## src/rtl/zsa_pkg.sv

```systemverilog
package zsa_pkg;

   typedef enum logic [1:0] {
      ZSA_IDLE = 2'd0,
      ZSA_PUSH = 2'd1,
      ZSA_POP  = 2'd2,
      ZSA_ADD  = 2'd3
   } zsa_cmd_e;

endpackage

```

## src/rtl/zsa_ptr_ctrl.sv

```systemverilog
module zsa_ptr_ctrl #(
   parameter int DEPTH = 8,
   parameter int PTR_W = $clog2(DEPTH + 1)
) (
   input  logic             clk,
   input  logic             rst_n,
   input  logic [1:0]       cmd_i,
   output logic [PTR_W-1:0] ptr_o,
   output logic [PTR_W-1:0] top_addr_o,
   output logic [PTR_W-1:0] below_addr_o,
   output logic             push_ok_o,
   output logic             pop_ok_o,
   output logic             add_ok_o,
   output logic             ovf_hit_o,
   output logic             udf_hit_o
);
   import zsa_pkg::*;

   localparam logic [PTR_W-1:0] FULL_LVL = PTR_W'(DEPTH);
   localparam logic [PTR_W-1:0] ONE      = PTR_W'(1);
   localparam logic [PTR_W-1:0] TWO      = PTR_W'(2);

   logic [PTR_W-1:0] ptr_q;
   logic [PTR_W-1:0] ptr_d;
   zsa_cmd_e         cmd;
   logic             is_empty;
   logic             is_full;
   logic             has_pair;

   always_comb begin
      cmd      = zsa_cmd_e'(cmd_i);
      is_empty = (ptr_q == '0);
      is_full  = (ptr_q == FULL_LVL);
      has_pair = (ptr_q >= TWO);

      push_ok_o = (cmd == ZSA_PUSH) && !is_full;
      pop_ok_o  = (cmd == ZSA_POP)  && !is_empty;
      add_ok_o  = (cmd == ZSA_ADD)  && has_pair;
      ovf_hit_o = (cmd == ZSA_PUSH) && is_full;
      udf_hit_o = ((cmd == ZSA_POP) && is_empty) ||
                  ((cmd == ZSA_ADD) && !has_pair);

      top_addr_o   = ptr_q - ONE;
      below_addr_o = ptr_q - TWO;
   end

   always_comb begin
      ptr_d = ptr_q;
      if (push_ok_o) begin
         ptr_d = ptr_q + ONE;
      end else if (pop_ok_o || add_ok_o) begin
         ptr_d = ptr_q - ONE;
      end
   end

   always_ff @(posedge clk or negedge rst_n) begin
      if (!rst_n) begin
         ptr_q <= '0;
      end else begin
         ptr_q <= ptr_d;
      end
   end

   assign ptr_o = ptr_q;

endmodule

```

## src/rtl/zsa_store.sv

```systemverilog
module zsa_store #(
   parameter int DATA_W = 16,
   parameter int DEPTH  = 8,
   parameter int PTR_W  = $clog2(DEPTH + 1)
) (
   input  logic              clk,
   input  logic              we_i,
   input  logic [PTR_W-1:0]  waddr_i,
   input  logic [DATA_W-1:0] wdata_i,
   input  logic [PTR_W-1:0]  raddr_a_i,
   output logic [DATA_W-1:0] rdata_a_o,
   input  logic [PTR_W-1:0]  raddr_b_i,
   output logic [DATA_W-1:0] rdata_b_o
);
   localparam int FLAT_W = DEPTH * DATA_W;

   logic [FLAT_W-1:0] flat;

   for (genvar g = 0; g < DEPTH; g++) begin : g_word
      logic [DATA_W-1:0] word_q;
      always_ff @(posedge clk) begin
         if (we_i && (waddr_i == PTR_W'(g))) begin
            word_q <= wdata_i;
         end
      end
      assign flat[g*DATA_W +: DATA_W] = word_q;
   end

   always_comb begin
      rdata_a_o = '0;
      rdata_b_o = '0;
      for (int i = 0; i < DEPTH; i++) begin
         if (raddr_a_i == PTR_W'(i)) rdata_a_o = flat[i*DATA_W +: DATA_W];
         if (raddr_b_i == PTR_W'(i)) rdata_b_o = flat[i*DATA_W +: DATA_W];
      end
   end

endmodule

```

## src/rtl/zsa_adder.sv

```systemverilog
module zsa_adder #(
   parameter int DATA_W  = 16,
   parameter int SAT_ADD = 0
) (
   input  logic [DATA_W-1:0] a_i,
   input  logic [DATA_W-1:0] b_i,
   output logic [DATA_W-1:0] sum_o
);
   if (SAT_ADD == 0) begin : g_wrap
      assign sum_o = a_i + b_i;
   end else begin : g_clamp
      logic [DATA_W:0] wide;
      assign wide  = {1'b0, a_i} + {1'b0, b_i};
      assign sum_o = wide[DATA_W] ? {DATA_W{1'b1}} : wide[DATA_W-1:0];
   end

endmodule

```

## src/rtl/zstack_alu.sv

```systemverilog
module zstack_alu #(
   parameter int DATA_W  = 16,
   parameter int DEPTH   = 8,
   parameter int SAT_ADD = 0,
   localparam int PTR_W  = $clog2(DEPTH + 1)
) (
   input  logic              clk,
   input  logic              rst_n,
   input  logic [1:0]        cmd_i,
   input  logic [DATA_W-1:0] push_data_i,
   output logic [DATA_W-1:0] pop_data_o,
   output logic              pop_valid_o,
   output logic [PTR_W-1:0]  ptr_o,
   output logic              ovf_o,
   output logic              udf_o
);

   if (DATA_W < 1) begin : g_bad_width
      $error("zstack_alu: DATA_W must be at least 1");
   end
   if (DEPTH < 2) begin : g_bad_depth
      $error("zstack_alu: DEPTH must be at least 2 so add has two operands");
   end
   if ((SAT_ADD != 0) && (SAT_ADD != 1)) begin : g_bad_mode
      $error("zstack_alu: SAT_ADD must be 0 or 1");
   end

   logic [PTR_W-1:0]  ptr;
   logic [PTR_W-1:0]  top_addr;
   logic [PTR_W-1:0]  below_addr;
   logic              push_ok;
   logic              pop_ok;
   logic              add_ok;
   logic              ovf_hit;
   logic              udf_hit;
   logic [DATA_W-1:0] top_word;
   logic [DATA_W-1:0] below_word;
   logic [DATA_W-1:0] sum;
   logic              wr_en;
   logic [PTR_W-1:0]  wr_addr;
   logic [DATA_W-1:0] wr_data;

   zsa_ptr_ctrl #(
      .DEPTH (DEPTH),
      .PTR_W (PTR_W)
   ) u_ptr (
      .clk          (clk),
      .rst_n        (rst_n),
      .cmd_i        (cmd_i),
      .ptr_o        (ptr),
      .top_addr_o   (top_addr),
      .below_addr_o (below_addr),
      .push_ok_o    (push_ok),
      .pop_ok_o     (pop_ok),
      .add_ok_o     (add_ok),
      .ovf_hit_o    (ovf_hit),
      .udf_hit_o    (udf_hit)
   );

   always_comb begin
      wr_en   = push_ok || add_ok;
      wr_addr = push_ok ? ptr : below_addr;
      wr_data = push_ok ? push_data_i : sum;
   end

   zsa_store #(
      .DATA_W (DATA_W),
      .DEPTH  (DEPTH),
      .PTR_W  (PTR_W)
   ) u_store (
      .clk       (clk),
      .we_i      (wr_en),
      .waddr_i   (wr_addr),
      .wdata_i   (wr_data),
      .raddr_a_i (top_addr),
      .rdata_a_o (top_word),
      .raddr_b_i (below_addr),
      .rdata_b_o (below_word)
   );

   zsa_adder #(
      .DATA_W  (DATA_W),
      .SAT_ADD (SAT_ADD)
   ) u_add (
      .a_i   (below_word),
      .b_i   (top_word),
      .sum_o (sum)
   );

   logic [DATA_W-1:0] pop_data_q;
   logic              pop_valid_q;
   logic              ovf_q;
   logic              udf_q;

   always_ff @(posedge clk or negedge rst_n) begin
      if (!rst_n) begin
         pop_data_q  <= '0;
         pop_valid_q <= 1'b0;
         ovf_q       <= 1'b0;
         udf_q       <= 1'b0;
      end else begin
         if (pop_ok) begin
            pop_data_q <= top_word;
         end
         pop_valid_q <= pop_ok;
         ovf_q       <= ovf_hit;
         udf_q       <= udf_hit;
      end
   end

   assign pop_data_o  = pop_data_q;
   assign pop_valid_o = pop_valid_q;
   assign ptr_o       = ptr;
   assign ovf_o       = ovf_q;
   assign udf_o       = udf_q;

endmodule

```

## config.mk

```make
export PLATFORM = sky130hd
export DESIGN_NAME = zstack_alu
export DESIGN_NICKNAME = d
export VERILOG_FILES = /design/src/rtl/zsa_pkg.sv /design/src/rtl/zsa_ptr_ctrl.sv /design/src/rtl/zsa_store.sv /design/src/rtl/zsa_adder.sv /design/src/rtl/zstack_alu.sv
export SDC_FILE = /design/constraint.sdc
export NUM_CORES = 1
export LEC_CHECK = 0
export BUFFER_PORTS_ARGS = -buffer_cell sky130_fd_sc_hd__buf_2
export CORE_MARGIN = 2
export CORE_UTILIZATION = 67
export DETAILED_ROUTE_END_ITERATION = 7
export GPL_ROUTABILITY_DRIVEN = 0
export PLACE_DENSITY = 0.86
export RECOVER_POWER = 25
export SLEW_MARGIN = 20
export SYNTH_ARGS = -nofsm -noshare
export SYNTH_HDL_FRONTEND = slang
export SYNTH_SLANG_ARGS = --single-unit
export TNS_END_PERCENT = 30
```

## constraint.sdc

```tcl
create_clock -name clk -period 7 [get_ports clk]
set_input_delay 1.75 -clock clk [delete_from_list [all_inputs] [get_ports clk]]
set_output_delay 1.75 -clock clk [all_outputs]
set_load 0.02 [all_outputs]
```

==> summary.md, run 1 <==
| Metric | Value |
|---|---|
| Status | `complete, but fails checks` |
| Failing checks | `max-capacitance violations, max-slew violations` |
| Period utilisation layout | `0.8935` |
| Reg clk slew, reported paths | `0.06 ns` |
| M2 GR Usage | `0.6004` |
| Cts bufs inserted | `17` |
| # hold bufs at CTS | `0` |
| Iteration-0 DRC Markers | `1285` |
| Largest net degree at the start of global routing | `79` |
| WL final | `25310 um` |
| Vias per cell | `roughly 7.1` |
| Post-synth cell types | `roughly 70` |
| Max_cap viols | `1` |
| Post-CTS Setup Bufs | `0` |
| Crit path max fanout | `39` |
| End of the worst register-to-register path | `u_store.g_word[5].word_q[10]$_DFFE_PP_` |
| Multi-input logic area | `3852 um^2` |
| GRT Util Overall | `0.3778` |
| Die width | `117.2 um` |
| Crit path arrival time | `6.37 ns` |
| Met3 usage | `0.07724` |
| Worst slew margin | `-0.2307` |
| Asr flop ratio synth | `0.1523` |
| Area Overhead vs Synth | `10.08%` |
| Final #Nets | `about 900` |
| Avg Cell Area, Syn | `10.23 um^2` |
| Number of flops mapped to enable cells by yosys | `between 100 and 150` |
| Net count after synthesis | `884` |
| Skew final | `0.008634 ns` |
| Root buf cell | `clkbuf_16` |
| Post-cts resize count | `0` |
| Endpoints failing setup | `0` |
| Post-DP Area | `roughly 8900 um^2` |
| Count of final hold-check violations | `0` |
| PortBufs | `42` |
| Share of cells above drive strength 1 | `0.1061` |
| Hold EP | `pop_data_o[12]$_DFFE_PN0P_` |
| Initial core utilization | `0.6832` |
| Clock period minus final worst setup slack | `6.254 ns` |
| Ports | `43` |
| Drc violations | `0` |
| Die footprint | `13740 um^2` |
| TritonCTS clock tree | `built` |
| R2R setup slack | `0.75 ns` |
| Min-delay worst type | `flop to flop` |
| First-pass GRT wire length | `37900 um` |
| Clock Latency Late Sink | `0.44 ns` |
| Vias | `7425` |
| Actual slew at the worst max-slew pin | `1.846 ns` |
| Hold depth | `2` |
| Setup TNS | `0 ns` |
| Drt wl/cell | `24.36 um` |
| Most used routing layer | `met2` |
| Vias in the first global route | `6895` |
| Pre-CTS WS | `approximately 1.5 ns` |
| H-tree levels | `4` |
| GR Layer Usage met1 | `0.4758` |
| First-pass DRT Iterations | `6` |
| Syn Inst Count | `839` |
| CP startpoint kind | `flop` |
| Die Ht | `117.2 um` |
| Pins Over Slew Limit | `40` |
| Core area | `~13000 um^2` |
| Setup ws final | `approximately 0.75 ns` |
| CTS sink cnt | `roughly 150` |
| Num rows | `41` |
| Setup CP Type | `flop to flop` |
| Ys flop type | `edfxtp_1` |
| Fmax | `between 150 and 200 MHz` |
| Antenna-violating nets left | `0` |
| Register Area | `approximately 4400 um^2` |
| GR Overflow Total | `0` |
| Seq/Total Area, Yosys | `0.5146` |
| HP Start | `pop_data_o[12]$_DFFE_PN0P_` |
| Worst EP required | `7.12 ns` |
| Yosys warns | `0` |
| Crit end category | `flop` |
| Fill cells | `about 830` |
| DPL Wire Length | `16130 um` |
| Antenna Cells | `0` |
| Synth Register Bits | `151` |
| RR Startpoint | `u_ptr.ptr_o[2]$_DFFE_PN0P_` |
| Clock Tree Buf Depth | `2` |
| RSZ-0062 raised after global routing | `no` |
| Synth Cell Area | `between 8000 and 9000 um^2` |
| Post-Layout Inst Area | `9453 um^2` |
| Worst r2r path cells | `14` |
| Initial antenna violation count | `0` |
-- cells in the mapped netlist (3+ instances only) --
cell / number / area, um^2
nand2_1: 71 / 266.5
ha_1: 24 / 300.3
buf_1: 6 / 22.52
dfrtp_1: 23 / 575.6
inv_1: 12 / 45.04
nand3_1: 44 / 220.2
nor3_1: 24 / 120.1
a32oi_1: 3 / 26.28
a221o_1: 9 / 90.09
a221oi_1: 23 / 201.4
clkbuf_1: 30 / 112.6
o21a_1: 6 / 45.04
a22oi_1: 3 / 22.52
buf_6: 4 / 45.04
a31oi_1: 3 / 18.77
a211oi_1: 10 / 75.07
o211ai_1: 10 / 75.07
o31ai_1: 17 / 127.6
buf_2: 23 / 115.1
o21ai_1: 33 / 165.2
edfxtp_1: 128 / 3844
a2111oi_2: 3 / 45.04
mux2i_1: 4 / 40.04
nand3b_1: 4 / 30.03
xor2_1: 4 / 35.03
a21oi_1: 94 / 470.5
nor2b_1: 34 / 212.7
o2111ai_1: 8 / 70.07
and3_1: 9 / 56.30
o21ai_0: 32 / 160.2
xnor2_1: 15 / 131.4
nand2b_1: 16 / 100.1
mux2_2: 4 / 45.04
a21o_1: 8 / 60.06
nor2_1: 54 / 202.7
a211o_1: 4 / 35.03
-- cell type report --
type,instances,area share
multi-input cells,610,0.4075
repair buffers,61,0.03296
clock inverters,13,0.01721
clock buffers,19,0.04686
well taps,172,0.02277
inverters,13,0.005162
flip-flops and latches,151,0.4675
-- worst max-delay path, stage by stage, from the launching register on --
cell	delay, ns
dfrtp_1	0.36
clkbuf_1	1.33
and3b_1	0.33
mux2i_2	0.76
buf_4	0.34
o211ai_1	0.11
o21ai_1	0.32
ha_1	0.33
fa_1	0.27
a21o_1	0.13
a21oi_1	0.12
o21a_1	0.21
o31ai_1	0.50
xnor2_1	0.11
o21ai_0	0.72
-- cell families (layout without fill, tap and decap cells) --
group                      Yosys count  in the layout  synth area share
adders and majority gates           25             25           0.03730
DFF                                151            151            0.5146
buffers and inverters               78            106           0.04182
AOI/OAI and AO/OA                  278            278            0.2113
xor gates and xnor gates            20             20           0.02127
muxes                                9              9           0.01166
and+or+nand+nor                    278            278            0.1620
-- state kept, by name, indices dropped and copies added (netlist names) --
signal,flops
udf_o,1
pop_data_o,16
pop_valid_o,1
ovf_o,1
u_ptr.ptr_o,4
u_store.g_word.word_q,128
-- metrics by stage --
| stage | instances | util | hold WS, ns |
|---|---|---|---|
| after floorplan | 839 | - | 0.5896 |
| after global placement | 1007 | 0.7069 | 0.4588 |
| after detailed placement | 1007 | 0.7074 | 0.4590 |
| after CTS | 1039 | 0.7556 | 0.4820 |
| after global routing | 1039 | 0.7521 | 0.5068 |
| final | 1039 | 0.7521 | 0.4794 |
-- how the worst max path moves through the flow --
stage,depth (start not counted),start,end
2_1_floorplan,20,u_ptr.ptr_o[2]$_DFFE_PN0P_,u_store.g_word[0].word_q[14]$_DFFE_PP_
3_3_place_gp,15,u_ptr.ptr_o[2]$_DFFE_PN0P_,u_store.g_word[0].word_q[10]$_DFFE_PP_
3_5_place_dp,15,u_ptr.ptr_o[2]$_DFFE_PN0P_,u_store.g_word[2].word_q[10]$_DFFE_PP_
4_1_cts,15,u_ptr.ptr_o[2]$_DFFE_PN0P_,u_store.g_word[3].word_q[10]$_DFFE_PP_
5_1_grt,15,u_ptr.ptr_o[2]$_DFFE_PN0P_,u_store.g_word[5].word_q[14]$_DFFE_PP_
6_report,14,u_ptr.ptr_o[2]$_DFFE_PN0P_,u_store.g_word[5].word_q[10]$_DFFE_PP_
-- cells in the final DEF, fill, tap and decap left out, types with 3 or more instances in the layout --
cell         n
a2111oi_2    3
a211o_1      4
a211oi_1    10
a21o_1       8
a21oi_1     94
a221o_1      9
a221oi_1    23
a22oi_1      3
a31oi_1      3
a32oi_1      3
and3_1       9
buf_2       18
buf_4       16
clkbuf_1    28
clkbuf_16   17
clkinv_4     5
dfrtp_1     23
edfxtp_1   128
ha_1        21
ha_2         3
inv_1       12
inv_8        3
mux2_2       4
mux2i_1      3
nand2_1     71
nand2b_1    16
nand3_1     44
nand3b_1     4
nor2_1      54
nor2b_1     34
nor3_1      21
o2111ai_1    8
o211ai_1    10
o21a_1       6
o21ai_0     32
o21ai_1     33
o31ai_1     16
xnor2_1     15
xor2_1       4
-- routing by layer --
| layer | vias up | share of wire | wire (um) |
|---|---|---|---|
| met5 | - | 0 | 0 |
| met2 | 604 | 0.47 | 11940 |
| li1 | 3202 | - | - |
| met4 | 0 | 0.065 | 1652 |
| met3 | 136 | 0.11 | 2866 |
| met1 | 3483 | 0.35 | 8845 |
Power of run 1 is left out: the tool's default activity adds up to more than one toggle a clock period on the data nets, which glitch-free logic cannot reach.
==> run 2: changes to the inputs <==
--- a/config.mk
+++ b/config.mk
@@ -7,10 +7,10 @@
 export LEC_CHECK = 0
 export BUFFER_PORTS_ARGS = -buffer_cell sky130_fd_sc_hd__buf_2
 export CORE_MARGIN = 2
-export CORE_UTILIZATION = 67
+export CORE_UTILIZATION = 62
 export DETAILED_ROUTE_END_ITERATION = 7
 export GPL_ROUTABILITY_DRIVEN = 0
-export PLACE_DENSITY = 0.86
+export PLACE_DENSITY = 0.8
 export RECOVER_POWER = 25
 export SLEW_MARGIN = 20
 export SYNTH_ARGS = -nofsm -noshare
==> constraint.sdc (replaced) <==
create_clock -name clk -period 6.17 [get_ports clk]
set_input_delay 1.234 -clock clk [delete_from_list [all_inputs] [get_ports clk]]
set_output_delay 1.234 -clock clk [all_outputs]
set_load 0.02 [all_outputs]
==> summary.md, run 2 (same netlist as run 1, synthesis figures left out) <==
| Metric | Value |
|---|---|
| Status | `complete, no violations` |
| Num rows | `43` |
| TritonCTS clock tree | `built` |
| Initial antenna violation count | `0` |
| Setup TNS | `0 ns` |
| Post-CTS Setup Bufs | `0` |
| WL final | `24420 um` |
| Min-delay worst type | `flop to flop` |
| H-tree levels | `4` |
| Crit path max fanout | `17` |
| CTS sink cnt | `151` |
| Max_cap viols | `0` |
| GR Overflow Total | `0` |
| Largest net degree at the start of global routing | `66` |
| Die footprint | `14810 um^2` |
| Die Ht | `about 120 um` |
| Core area | `13720 um^2` |
| PortBufs | `42` |
| Post-cts resize count | `0` |
| Vias per cell | `6.965` |
| Crit path arrival time | `5.80 ns` |
| RSZ-0062 raised after global routing | `no` |
| Clock period minus final worst setup slack | `5.719 ns` |
| Pins Over Slew Limit | `0` |
| GRT Util Overall | `0.3402` |
| Hold_ws | `0.4829 ns` |
| Count of final hold-check violations | `0` |
| First-pass GRT wire length | `37890 um` |
| Drt wl/cell | `between 20 and 25 um` |
| Actual slew at the worst max-slew pin | `1.479 ns` |
| Commonest non-fill, non-tap cell in the layout | `edfxtp_1` |
| Iteration-0 DRC Markers | `just over 900` |
| Worst EP required | `6.25 ns` |
| Biggest register | `u_store.g_word.word_q` |
| Post-Layout Inst Area | `9485 um^2` |
| Area Overhead vs Synth | `10.46%` |
| Vias | `7320` |
| Antenna Cells | `0` |
| Die width | `121.7 um` |
| Fill cells | `1006` |
| Drc violations | `0` |
| Crit end category | `flop` |
| Worst slew margin | `0.01401` |
| First-pass DRT Iterations | `6` |
| Skew final | `0.01038 ns` |
| Clock Tree Buf Depth | `2` |
| Setup CP Type | `flop to flop` |
| Initial core utilization | `0.6259` |
| CP startpoint kind | `flop` |
| Endpoints failing setup | `0` |
| Cts bufs inserted | `17` |
| Reg clk slew, reported paths | `0.06 ns` |
| Max FFs per register | `128` |
| Share of cells above drive strength 1 | `0.1068` |
| Ports | `43` |
| Antenna-violating nets left | `0` |
| Post-DP Area | `8944 um^2` |
| Fmax | `174.9 MHz` |
| Final #Nets | `903` |
| Final core utilization | `0.6914` |
| DPL Wire Length | `16190 um` |
| Vias in the first global route | `7102` |
| # hold bufs at CTS | `0` |
| Clock Latency Late Sink | `0.44 ns` |
| Period utilisation layout | `0.9269` |
| Root buf cell | `clkbuf_16` |
| Most frequent cells in the layout | `128 x edfxtp_1, 94 x a21oi_1, 71 x nand2_1` |
## run 2: final timing paths
kind / from / slack [ns] / cells past startpoint / endpoint
max: u_ptr.ptr_o[0]$_DFFE_PN0P_ / 0.45 / 15 / u_store.g_word[0].word_q[10]$_DFFE_PP_
max in group asynchronous: rst_n / 4.24 / 1 / pop_data_o[5]$_DFFE_PN0P_
min reg2reg: pop_data_o[3]$_DFFE_PN0P_ / 0.48 / 2 / pop_data_o[3]$_DFFE_PN0P_
max reg2reg: u_ptr.ptr_o[0]$_DFFE_PN0P_ / 0.45 / 15 / u_store.g_word[0].word_q[10]$_DFFE_PP_
min: pop_data_o[3]$_DFFE_PN0P_ / 0.48 / 2 / pop_data_o[3]$_DFFE_PN0P_
min in group asynchronous: rst_n / 1.11 / 1 / pop_data_o[11]$_DFFE_PN0P_
## run 2: worst max-delay path, stage by stage, from the launching register on
cell and delay, ns:
dfrtp_1 0.75, ha_1 0.74, nor2b_4 0.58, a221oi_1 0.15, a211o_1 0.31, a21oi_1 0.12, a21oi_1 0.08, o21ai_1 0.21
ha_1 0.25, fa_1 0.24, a21o_1 0.12, a21oi_1 0.11, o21a_1 0.22, o31ai_1 0.49, xnor2_1 0.12, o21ai_0 0.86
## run 2: area by class of cell
cell class                 instances  area (um^2)  share of cell area
timing repair buffer              65        351.6             0.03707
sequential                       151         4419              0.4659
clock buffer                      21        460.4             0.04854
clock inverter                    11        138.9             0.01464
inverter                          13        48.80            0.005144
tap                              180        225.2             0.02374
multi-input combinational        610         3841              0.4050
## run 2: layer usage
metal  global-route usage  share of wire  up-vias
li1                     -              -     3206
met1               0.4207           0.37     3495
met2               0.5541           0.48      490
met3              0.06461          0.085      129
met4               0.2112          0.061        0
met5                    0              0        -
## run 2: stage by stage
step                setup WS [ns]  cells
floorplan                   1.634    839
global placement           0.9306   1019
detailed placement         0.7300   1019
CTS                        0.7109   1051
global route               0.2334   1051
finish                     0.4508   1051
Power of run 2 is left out for the same reason.
